`config.mk`:
```
export PLATFORM = sky130hd
export DESIGN_NAME = lru_sector_replacer
export DESIGN_NICKNAME = d
export VERILOG_FILES = /design/src/rtl/lru_sr_pkg.sv /design/src/rtl/lru_recency_stack.sv /design/src/rtl/lru_lock_bank.sv /design/src/rtl/lru_victim_picker.sv /design/src/rtl/lru_sector_replacer.sv
export SDC_FILE = /design/constraint.sdc
export NUM_CORES = 1
export LEC_CHECK = 0
export ABC_AREA = 1
export BUFFER_PORTS_ARGS = -buffer_cell sky130_fd_sc_hd__buf_2
export CAP_MARGIN = 20
export CORE_UTILIZATION = 45
export DETAILED_ROUTE_END_ITERATION = 6
export PLACE_DENSITY = 0.62
export SLEW_MARGIN = 20
export SYNTH_ARGS = -nofsm -noshare
export SYNTH_HDL_FRONTEND = slang
export SYNTH_SLANG_ARGS = --single-unit
```
`constraint.sdc`:
```
create_clock -name clk -period 2.1 [get_ports clk]
set_clock_uncertainty 0.15 [all_clocks]
set_input_delay 0.42 -clock clk [delete_from_list [all_inputs] [get_ports clk]]
set_output_delay 0.42 -clock clk [all_outputs]
set_load 0.02 [all_outputs]
```
`src/rtl/lru_sr_pkg.sv`:
```
// Package: shared defaults and types for the sector replacement block.
// Assumes: the sector count is a power of two.
package lru_sr_pkg;
    localparam int DEF_SECTORS = 8;

    // Source of the stack touch in a given cycle.
    typedef enum logic [1:0] {
        SRC_NONE  = 2'd0,
        SRC_FETCH = 2'd1,
        SRC_CMD   = 2'd2
    } touch_src_e;
endpackage

```
`src/rtl/lru_recency_stack.sv`:
```
// Module: lru_recency_stack
// Holds the recency order of all sectors. Position 0 is the most recent.
// A touch lifts the given index to position 0 in one cycle. Entries above
// its old place shift down by one.
// Assumes: the stack always holds a permutation of 0..NUM_SECTORS-1.
module lru_recency_stack #(
    parameter int NUM_SECTORS = 8,
    parameter int IDX_W       = $clog2(NUM_SECTORS)
) (
    input  logic                                clk,
    input  logic                                rst_n,
    input  logic                                touch_valid,
    input  logic [IDX_W-1:0]                    touch_idx,
    output logic [NUM_SECTORS-1:0][IDX_W-1:0]   order
);
    logic [NUM_SECTORS-1:0][IDX_W-1:0] order_q, order_d;
    logic [NUM_SECTORS-1:0]            hit_at;
    logic [NUM_SECTORS-1:0]            shift_at;
    logic [NUM_SECTORS-1:0]            occupied;

    // hit_at[g]: entry g holds the touched index.
    // shift_at[g]: the touched entry sits at or below g.
    for (genvar g = 0; g < NUM_SECTORS; g++) begin : g_cmp
        assign hit_at[g]   = (order_q[g] == touch_idx);
        assign shift_at[g] = |(hit_at >> g);
    end

    // Next order: the touched index goes on top, the entries above it slide down.
    always_comb begin
        order_d = order_q;
        if (touch_valid) begin
            order_d[0] = touch_idx;
            for (int i = 1; i < NUM_SECTORS; i++) begin
                if (shift_at[i]) order_d[i] = order_q[i-1];
            end
        end
    end

    // State register: reset to the order 0..N-1.
    always_ff @(posedge clk) begin
        if (!rst_n) begin
            for (int i = 0; i < NUM_SECTORS; i++) order_q[i] <= IDX_W'(i);
        end else begin
            order_q <= order_d;
        end
    end

    assign order = order_q;

    // Occupancy map, used only by the permutation check.
    always_comb begin
        occupied = '0;
        for (int i = 0; i < NUM_SECTORS; i++) occupied[order_q[i]] = 1'b1;
    end

    p_perm_r2: assert property (@(posedge clk) disable iff (!rst_n)
        $countones(occupied) == NUM_SECTORS);
    p_top_r2: assert property (@(posedge clk) disable iff (!rst_n)
        touch_valid |=> order_q[0] == $past(touch_idx));
    p_idle_r7: assert property (@(posedge clk) disable iff (!rst_n)
        !touch_valid |=> $stable(order_q));
endmodule

```
`src/rtl/lru_lock_bank.sv`:
```
// Module: lru_lock_bank
// One lock bit per sector. A set wins over a clear when both are requested.
// Assumes: the caller gates the requests by mode.
module lru_lock_bank #(
    parameter int NUM_SECTORS = 8,
    parameter int IDX_W       = $clog2(NUM_SECTORS)
) (
    input  logic                   clk,
    input  logic                   rst_n,
    input  logic                   set_req,
    input  logic                   clr_req,
    input  logic [IDX_W-1:0]       idx,
    output logic [NUM_SECTORS-1:0] locked
);
    logic [NUM_SECTORS-1:0] lock_q;

    // Update the named sector's lock bit; set has priority over clear.
    always_ff @(posedge clk) begin
        if (!rst_n) begin
            lock_q <= '0;
        end else if (set_req) begin
            lock_q[idx] <= 1'b1;
        end else if (clr_req) begin
            lock_q[idx] <= 1'b0;
        end
    end

    assign locked = lock_q;

    p_set_r5: assert property (@(posedge clk) disable iff (!rst_n)
        set_req |=> lock_q[$past(idx)]);
    p_clr_r5: assert property (@(posedge clk) disable iff (!rst_n)
        clr_req && !set_req |=> !lock_q[$past(idx)]);
    p_quiet_r7: assert property (@(posedge clk) disable iff (!rst_n)
        !set_req && !clr_req |=> $stable(lock_q));
endmodule

```
`src/rtl/lru_victim_picker.sv`:
```
// Module: lru_victim_picker
// Searches the order from the bottom for the first unlocked sector. The
// result is registered on a request. When every sector is locked, the flag
// rises and the previous index is kept.
// Assumes: the order input is a permutation of the sector indices.
module lru_victim_picker #(
    parameter int NUM_SECTORS = 8,
    parameter int IDX_W       = $clog2(NUM_SECTORS)
) (
    input  logic                              clk,
    input  logic                              rst_n,
    input  logic                              req,
    input  logic [NUM_SECTORS-1:0][IDX_W-1:0] order,
    input  logic [NUM_SECTORS-1:0]            locked,
    output logic [IDX_W-1:0]                  victim,
    output logic                              none_free
);
    logic [IDX_W-1:0] pick;
    logic             found;
    logic [IDX_W-1:0] victim_q;
    logic             none_q;

    // Top-down scan: the last unlocked entry seen is the one nearest the bottom.
    always_comb begin
        pick  = '0;
        found = 1'b0;
        for (int i = 0; i < NUM_SECTORS; i++) begin
            if (!locked[order[i]]) begin
                pick  = order[i];
                found = 1'b1;
            end
        end
    end

    // Result register: loads only on a request, and keeps the index when nothing is free.
    always_ff @(posedge clk) begin
        if (!rst_n) begin
            victim_q <= '0;
            none_q   <= 1'b0;
        end else if (req) begin
            none_q <= !found;
            if (found) victim_q <= pick;
        end
    end

    assign victim    = victim_q;
    assign none_free = none_q;

    p_allheld_r8: assert property (@(posedge clk) disable iff (!rst_n)
        req && (&locked) |=> none_q && $stable(victim_q));
    p_freeok_r4: assert property (@(posedge clk) disable iff (!rst_n)
        req && !(&locked) |=> !none_q);
    p_hold_r9: assert property (@(posedge clk) disable iff (!rst_n)
        !req |=> $stable(victim_q) && $stable(none_q));
endmodule

```
`src/rtl/lru_sector_replacer.sv`:
```
// Module: lru_sector_replacer (top)
// Gates events by mode, chooses the touch source (command over fetch),
// and connects the recency stack, the lock bits and the victim picker.
// Assumes: at most one touch per cycle reaches the stack.
module lru_sector_replacer #(
    parameter int NUM_SECTORS = lru_sr_pkg::DEF_SECTORS
) (
    input  logic                           clk,
    input  logic                           rst_n,
    input  logic                           cache_mode,
    input  logic                           fetch_valid,
    input  logic [$clog2(NUM_SECTORS)-1:0] fetch_sector,
    input  logic                           lock_valid,
    input  logic                           unlock_valid,
    input  logic [$clog2(NUM_SECTORS)-1:0] cmd_sector,
    input  logic                           victim_req,
    output logic [$clog2(NUM_SECTORS)-1:0] victim_sector,
    output logic                           no_victim,
    output logic [NUM_SECTORS-1:0]         lock_mask
);
    import lru_sr_pkg::*;
    localparam int IDX_W = $clog2(NUM_SECTORS);

    touch_src_e                        src;
    logic                              touch_valid;
    logic [IDX_W-1:0]                  touch_idx;
    logic [NUM_SECTORS-1:0][IDX_W-1:0] order;
    logic                              set_req, clr_req;

    // Touch arbitration: nothing in program-RAM mode, and commands win over fetches.
    always_comb begin
        if (!cache_mode)                   src = SRC_NONE;
        else if (lock_valid || unlock_valid) src = SRC_CMD;
        else if (fetch_valid)              src = SRC_FETCH;
        else                               src = SRC_NONE;
    end

    // Index and strobe for the stack, taken from the selected source.
    always_comb begin
        touch_valid = (src != SRC_NONE);
        touch_idx   = (src == SRC_CMD) ? cmd_sector : fetch_sector;
    end

    assign set_req = cache_mode && lock_valid;
    assign clr_req = cache_mode && unlock_valid;

    lru_recency_stack #(.NUM_SECTORS(NUM_SECTORS), .IDX_W(IDX_W)) u_stack (
        .clk(clk), .rst_n(rst_n), .touch_valid(touch_valid),
        .touch_idx(touch_idx), .order(order)
    );

    lru_lock_bank #(.NUM_SECTORS(NUM_SECTORS), .IDX_W(IDX_W)) u_locks (
        .clk(clk), .rst_n(rst_n), .set_req(set_req), .clr_req(clr_req),
        .idx(cmd_sector), .locked(lock_mask)
    );

    lru_victim_picker #(.NUM_SECTORS(NUM_SECTORS), .IDX_W(IDX_W)) u_pick (
        .clk(clk), .rst_n(rst_n), .req(victim_req), .order(order),
        .locked(lock_mask), .victim(victim_sector), .none_free(no_victim)
    );

    p_pram_locks_r7: assert property (@(posedge clk) disable iff (!rst_n)
        !cache_mode |=> $stable(lock_mask));
    p_cmd_first_r10: assert property (@(posedge clk) disable iff (!rst_n)
        cache_mode && (lock_valid || unlock_valid) |-> touch_idx == cmd_sector);
endmodule

```
Word level (Yosys, flattened, before mapping)
Cells that the tools add are included.

storage, ports and cells
  flip-flop bits (word level) = 36
  output and inout bits = 12
  word-level logic and storage cells = 93

cells by class
  bitwise operators = 3
  equal/unequal tests = 8
  $lt $le $gt $ge = 10
  reduce and logical (&&, ||, !) cells = 21
  muxes and demuxes = 40

operators with widths
  operator              count
  $lt A3 B4 Y1 const B  9
  $mux W3               9
  $bmux W1 S3           8
  $eq A3 B3 Y1          7
  $mux W1               18
  $mux W8               2
  $reduce_and A2 Y1     8
  $and A8 B8 Y8         1
  $not A8 Y8            1
  $or A8 B8 Y8          1
  $reduce_or A7 Y1      1
  $reduce_or A6 Y1      1
  $reduce_or A5 Y1      1
  $mux W2               2
  $reduce_bool A2 Y1    2
  $reduce_or A4 Y1      1
  $demux W1 S3          1
  $ge A3 B1 Y1 const B  1
  $logic_and A1 B1 Y1   3
  $reduce_or A3 Y1      1
  $eq A2 B2 Y1 const B  1
  $reduce_or A2 Y1      1
  $logic_not A1 Y1      1
  $logic_or A1 B1 Y1    1

Logic depth before layout (Yosys ltp)
  depth after elaboration = 11
  depth in mapped cells = 16
  gate-level depth less buffers = 16

Modules after synthesis
From an unflattened synthesis, not the netlist that was laid out.

unflattened totals
  cells, all modules = 521
  area, all modules = 3084.2 sq um

modules (own cells, without submodules)
  module               times used  cells an instance  area an instance (sq um)  sequential area each (sq um)
  lru_recency_stack    1           205                1407.6                    480.5
  lru_victim_picker    1           229                1167.4                    80.1
  lru_lock_bank        1           71                 436.7                     160.2
  lru_sector_replacer  1           16                 72.6                      0.0

Worst setup path before layout
OpenSTA, ideal clock, no wires.

  kind = input to register
  start point = input port lock_valid
  end point = register u_stack.order_q (netlist bit u_stack.order[3])
  stages = 11
  setup slack = 0.240 ns
  arrival time = 1.576 ns
  data required time = 1.816 ns
  path through = o21ai_1 nand2_1 nand2_8 xor2_1 nand3_2 nand2_1 nor2_2 nand2_2 nand2_1 nand2_1 nand3_1

on the way
  cells in the longest elaborated chain, start to end = 8
  elaborated cells on any way between the ends = 15

ends and longest elaborated chain
  what                                    line                       source
  from (decl)                             lru_sector_replacer.sv:13  input logic lock_valid,
  $logic_or A1 B1 Y1 (*)                  lru_sector_replacer.sv:33  else if (lock_valid || unlock_valid) src = SRC_CMD;
  $mux W2 (*)                             lru_sector_replacer.sv:33
  $mux W2 (*)                             lru_sector_replacer.sv:32  if (!cache_mode) src = SRC_NONE;
  $eq A2 B2 Y1                            lru_sector_replacer.sv:41  touch_idx = (src == SRC_CMD) ? cmd_sector : fetch_sector;
  $mux W3                                 lru_sector_replacer.sv:41
  $eq A3 B3 Y1                            lru_recency_stack.sv:24    assign hit_at[g] = (order_q[g] == touch_idx);
  $reduce_or A7 Y1                        lru_recency_stack.sv:25    assign shift_at[g] = |(hit_at >> g);
  $reduce_and A2 Y1 (no source line) (*)  -
  to (signal assigned)                    lru_recency_stack.sv:44    order_q <= order_d;
  to (decl)                               lru_recency_stack.sv:16    logic [NUM_SECTORS-1:0][IDX_W-1:0] order_q, order_d;

Mark *: on every way between the ends. The rest lies on a longest branch, timed or not.
A chain may end at the register's enable or synchronous reset.

Final worst setup path
Ends and elaborated chain as after synthesis.

==> summary.txt <==
Setup path
  – WP data required: 2130 ps
  – Crit Path Class: input port to flip-flop
  – Crit path from: lock_valid
  – Crit end category: flip-flop
  – Worst setup SP type: input port
  – Worst Path Max Fanout: 8
  – Critical Path AT: 1910 ps

Routing
  – Drt first pass iters: 5
  – ANT nets after route: 0
  – Via count: 3075
  – WL/cell: 13.57 µm
  – Iter 0 DRT Violations: 158
  – Total wire length: 8.004 mm
  – Drt drc: 0
  – Via/cell ratio: 5.212

Yosys
  – Synth top area share: 25.75%
  – Compound-gate portion of the synthesized area: 18.69%
  – Post-synthesis xor/xnor area fraction: 4.738%
  – Post-Syn Nets: 479
  – Simple-Gate Fraction of Synth Area: 40.46%
  – Ys Warns: 0
  – Area share of fa/ha/maj cells after synthesis: 0%
  – Syn Inst Count: 466
  – Synth Register Bits: 36
  – Synth area leader: dfxtp_1
  – Mean Syn Cell Area: 6.006 µm²
  – Mux contribution to synthesized area: 0%
  – Mapped Area: 2799 µm²
  – Synth area leaders: dfxtp_1 (26%), nand2_1 (19%), a21oi_1 (9.3%), nand3_1 (7.9%), inv_1 (6.4%)
  – Sequential share of the synthesized area: 25.75%
  – Netlist cell types: 27
  – Main combinational cell family by area after synthesis: simple AND/OR/NAND/NOR gates

CTS
  – TritonCTS clock tree: built
  – Cts bufs inserted: 5
  – TritonCTS Sinks: 36
  – # hold bufs at CTS: 0
  – Root Driver: clkbuf_8
  – CTS Buffer Depth: 2
  – H-tree Lvls: 2
  – Clk_lat worst skew: 300 ps
  – CTS clk-pin slew, worst paths: 80 ps

Power and ir drop
  – Switching power: 1.428 mW
  – Pwr Density: 963.3 nW/µm²
  – Comb power frac: 49.1%
  – VDD IR-drop max: 0.4399 mV
  – Power Total: 3.199 mW
  – Internal: 1.771 mW
  – Sequential Power Share: 31.3%
  – Clock share of power: 19.6%
  – Leakage: 1.726 nW
  – Net Sw Frac: 44.64%

Die
  – Die X-Extent: 80.87 µm
  – Std-Cell Rows: 28
  – Core ar.: 5956 µm²
  – Die Area: 6539 µm²
  – Die height: 80.87 µm
  – I/O pin count: 25
  – Initial core utilization: 47.00%

STA
  – Final Hold Fails: 0
  – Unrepaired setup endpoints after global routing: no
  – Tmin final: 1885 ps
  – Slew of the pin with the lowest slew margin: 356.4 ps
  – Fin. max-slew vios: 0
  – Slew HR: 76.21%
  – Hold slack: 232.4 ps
  – Final setup viols: 0
  – Fmax: 530.6 MHz
  – Final worst path period share: 89.75%

Run status
  – Status: finished, final reports clean

Global route
  – Grt ovf: 0
  – Pin count of the biggest net entering global routing: 24
  – Gr usage total: 26.26%
  – Initial antenna violation count: 0
  – Vias in the first global route: 2751
  – First-pass GRT wire length: 13.03 mm

Layout
  – Fin nets: 527
  – Area grow syn2layout: 18.64%
  – Fin util: 55.76%
  – Most frequent cells in the layout: nand2_1 (140), a21oi_1 (52), inv_1 (48)
  – Commonest non-fill, non-tap cell in the layout: nand2_1
  – Fraction of layout cells with a size suffix above 1: 20.19%
  – N_diodes: 0
  – Design area: 3321 µm²

Placed design
  – Placed cell area: 3208 µm²
  – GP Congestion: 0.8579
  – DP HPWL: 6.099 mm
  – Buffers on Ports: 24

Run
  – Max_cap viols: 0

Hold path
  – HP Class: input port to flip-flop
  – Hold Startpoint: victim_req
## through the flow
| stage | setup TNS [ps] | instances | worst slack (ps) |
|---|---|---|---|
| final | 0 | 590 | 215.3 |
| after global routing | 0 | 590 | 11.59 |
| after CTS | 0 | 590 | 145.7 |
| after detailed placement | -1039 | 582 | -98.68 |
| after global placement | -814.3 | 582 | -84.71 |
| after floorplan | 0 | 466 | 240.0 |
## power by group through the flow
stage	combinational (mW)	clock, mW	sequential [mW]
after floorplan	1.20	0	0.924
after global placement	1.53	0	1.01
after detailed placement	1.55	0	1.01
after CTS	1.57	0.631	0.993
after global routing	1.78	0.661	1.02
final	1.57	0.627	1.00
## worst paths after layout
check	to	slack, ps	depth (start not counted)
worst min-delay path	u_pick.none_free	230	2
worst max register to register	u_pick.victim[2]	240	11
worst min register to register	u_pick.victim[0]	320	2
worst max-delay path	u_stack.order[3]	220	12
## critical path, stage by stage
cell and delay (ps):
buf_2 120, o21ai_1 220, nand2_1 180, nand2_8 160, xor2_1 190, nand3_2 130
nand2_1 140, nor2_2 50, nand2_2 130, nand2_1 60, nand2_1 60, nand3_1 60
## per-layer routing
metal	wire (µm)	vias to the layer above	track usage (%)	share of wire, %
met5	0	-	0	0
met1	3567	1377	32.29	45
met2	3863	89	46.72	48
li1	-	1587	-	-
met3	394	22	3.483	4.9
met4	179	0	8.750	2.2
## cell usage after synthesis
| cell | number |
|---|---|
| buf_1 | 1 |
| nand2_4 | 6 |
| xor2_4 | 1 |
| o21ai_4 | 2 |
| nand2_2 | 11 |
| clkinv_2 | 1 |
| clkbuf_1 | 7 |
| inv_1 | 48 |
| nand3_1 | 44 |
| nand3_4 | 1 |
| clkinv_1 | 2 |
| nand4_1 | 2 |
| o211ai_1 | 4 |
| a21oi_1 | 52 |
| inv_4 | 1 |
| nand3_2 | 3 |
| nor2_2 | 3 |
| nand2_8 | 2 |
| inv_2 | 3 |
| o211a_1 | 1 |
| xor2_1 | 12 |
| nand2_1 | 140 |
| o21ai_1 | 4 |
| o21ai_0 | 34 |
| buf_2 | 10 |
| nor2_1 | 35 |
| dfxtp_1 | 36 |
## kinds of logic after synthesis
logic type | count (synthesis)
buffers and inverters | 73
AO/OA/AOI/OAI | 97
flip-flops | 36
XOR/XNOR | 13
AND/OR/NAND/NOR | 247
## layout make-up
| class | instances | area [µm²] |
|---|---|---|
| multi-input combinational | 357 | 1788 |
| fill | 606 | 2635 |
| inverter | 55 | 210.2 |
| clock inverter | 2 | 35.03 |
| clock buffer | 6 | 72.57 |
| sequential | 36 | 725.7 |
| timing repair buffer | 59 | 395.4 |
| tap | 75 | 93.84 |
## repair_timing
action / in CTS / in global routing
setup buffers: 0 / 0
setup endpoints to repair: 0 / 2
resized for setup: 0 / 4
(Power assumes the default switching activity.)
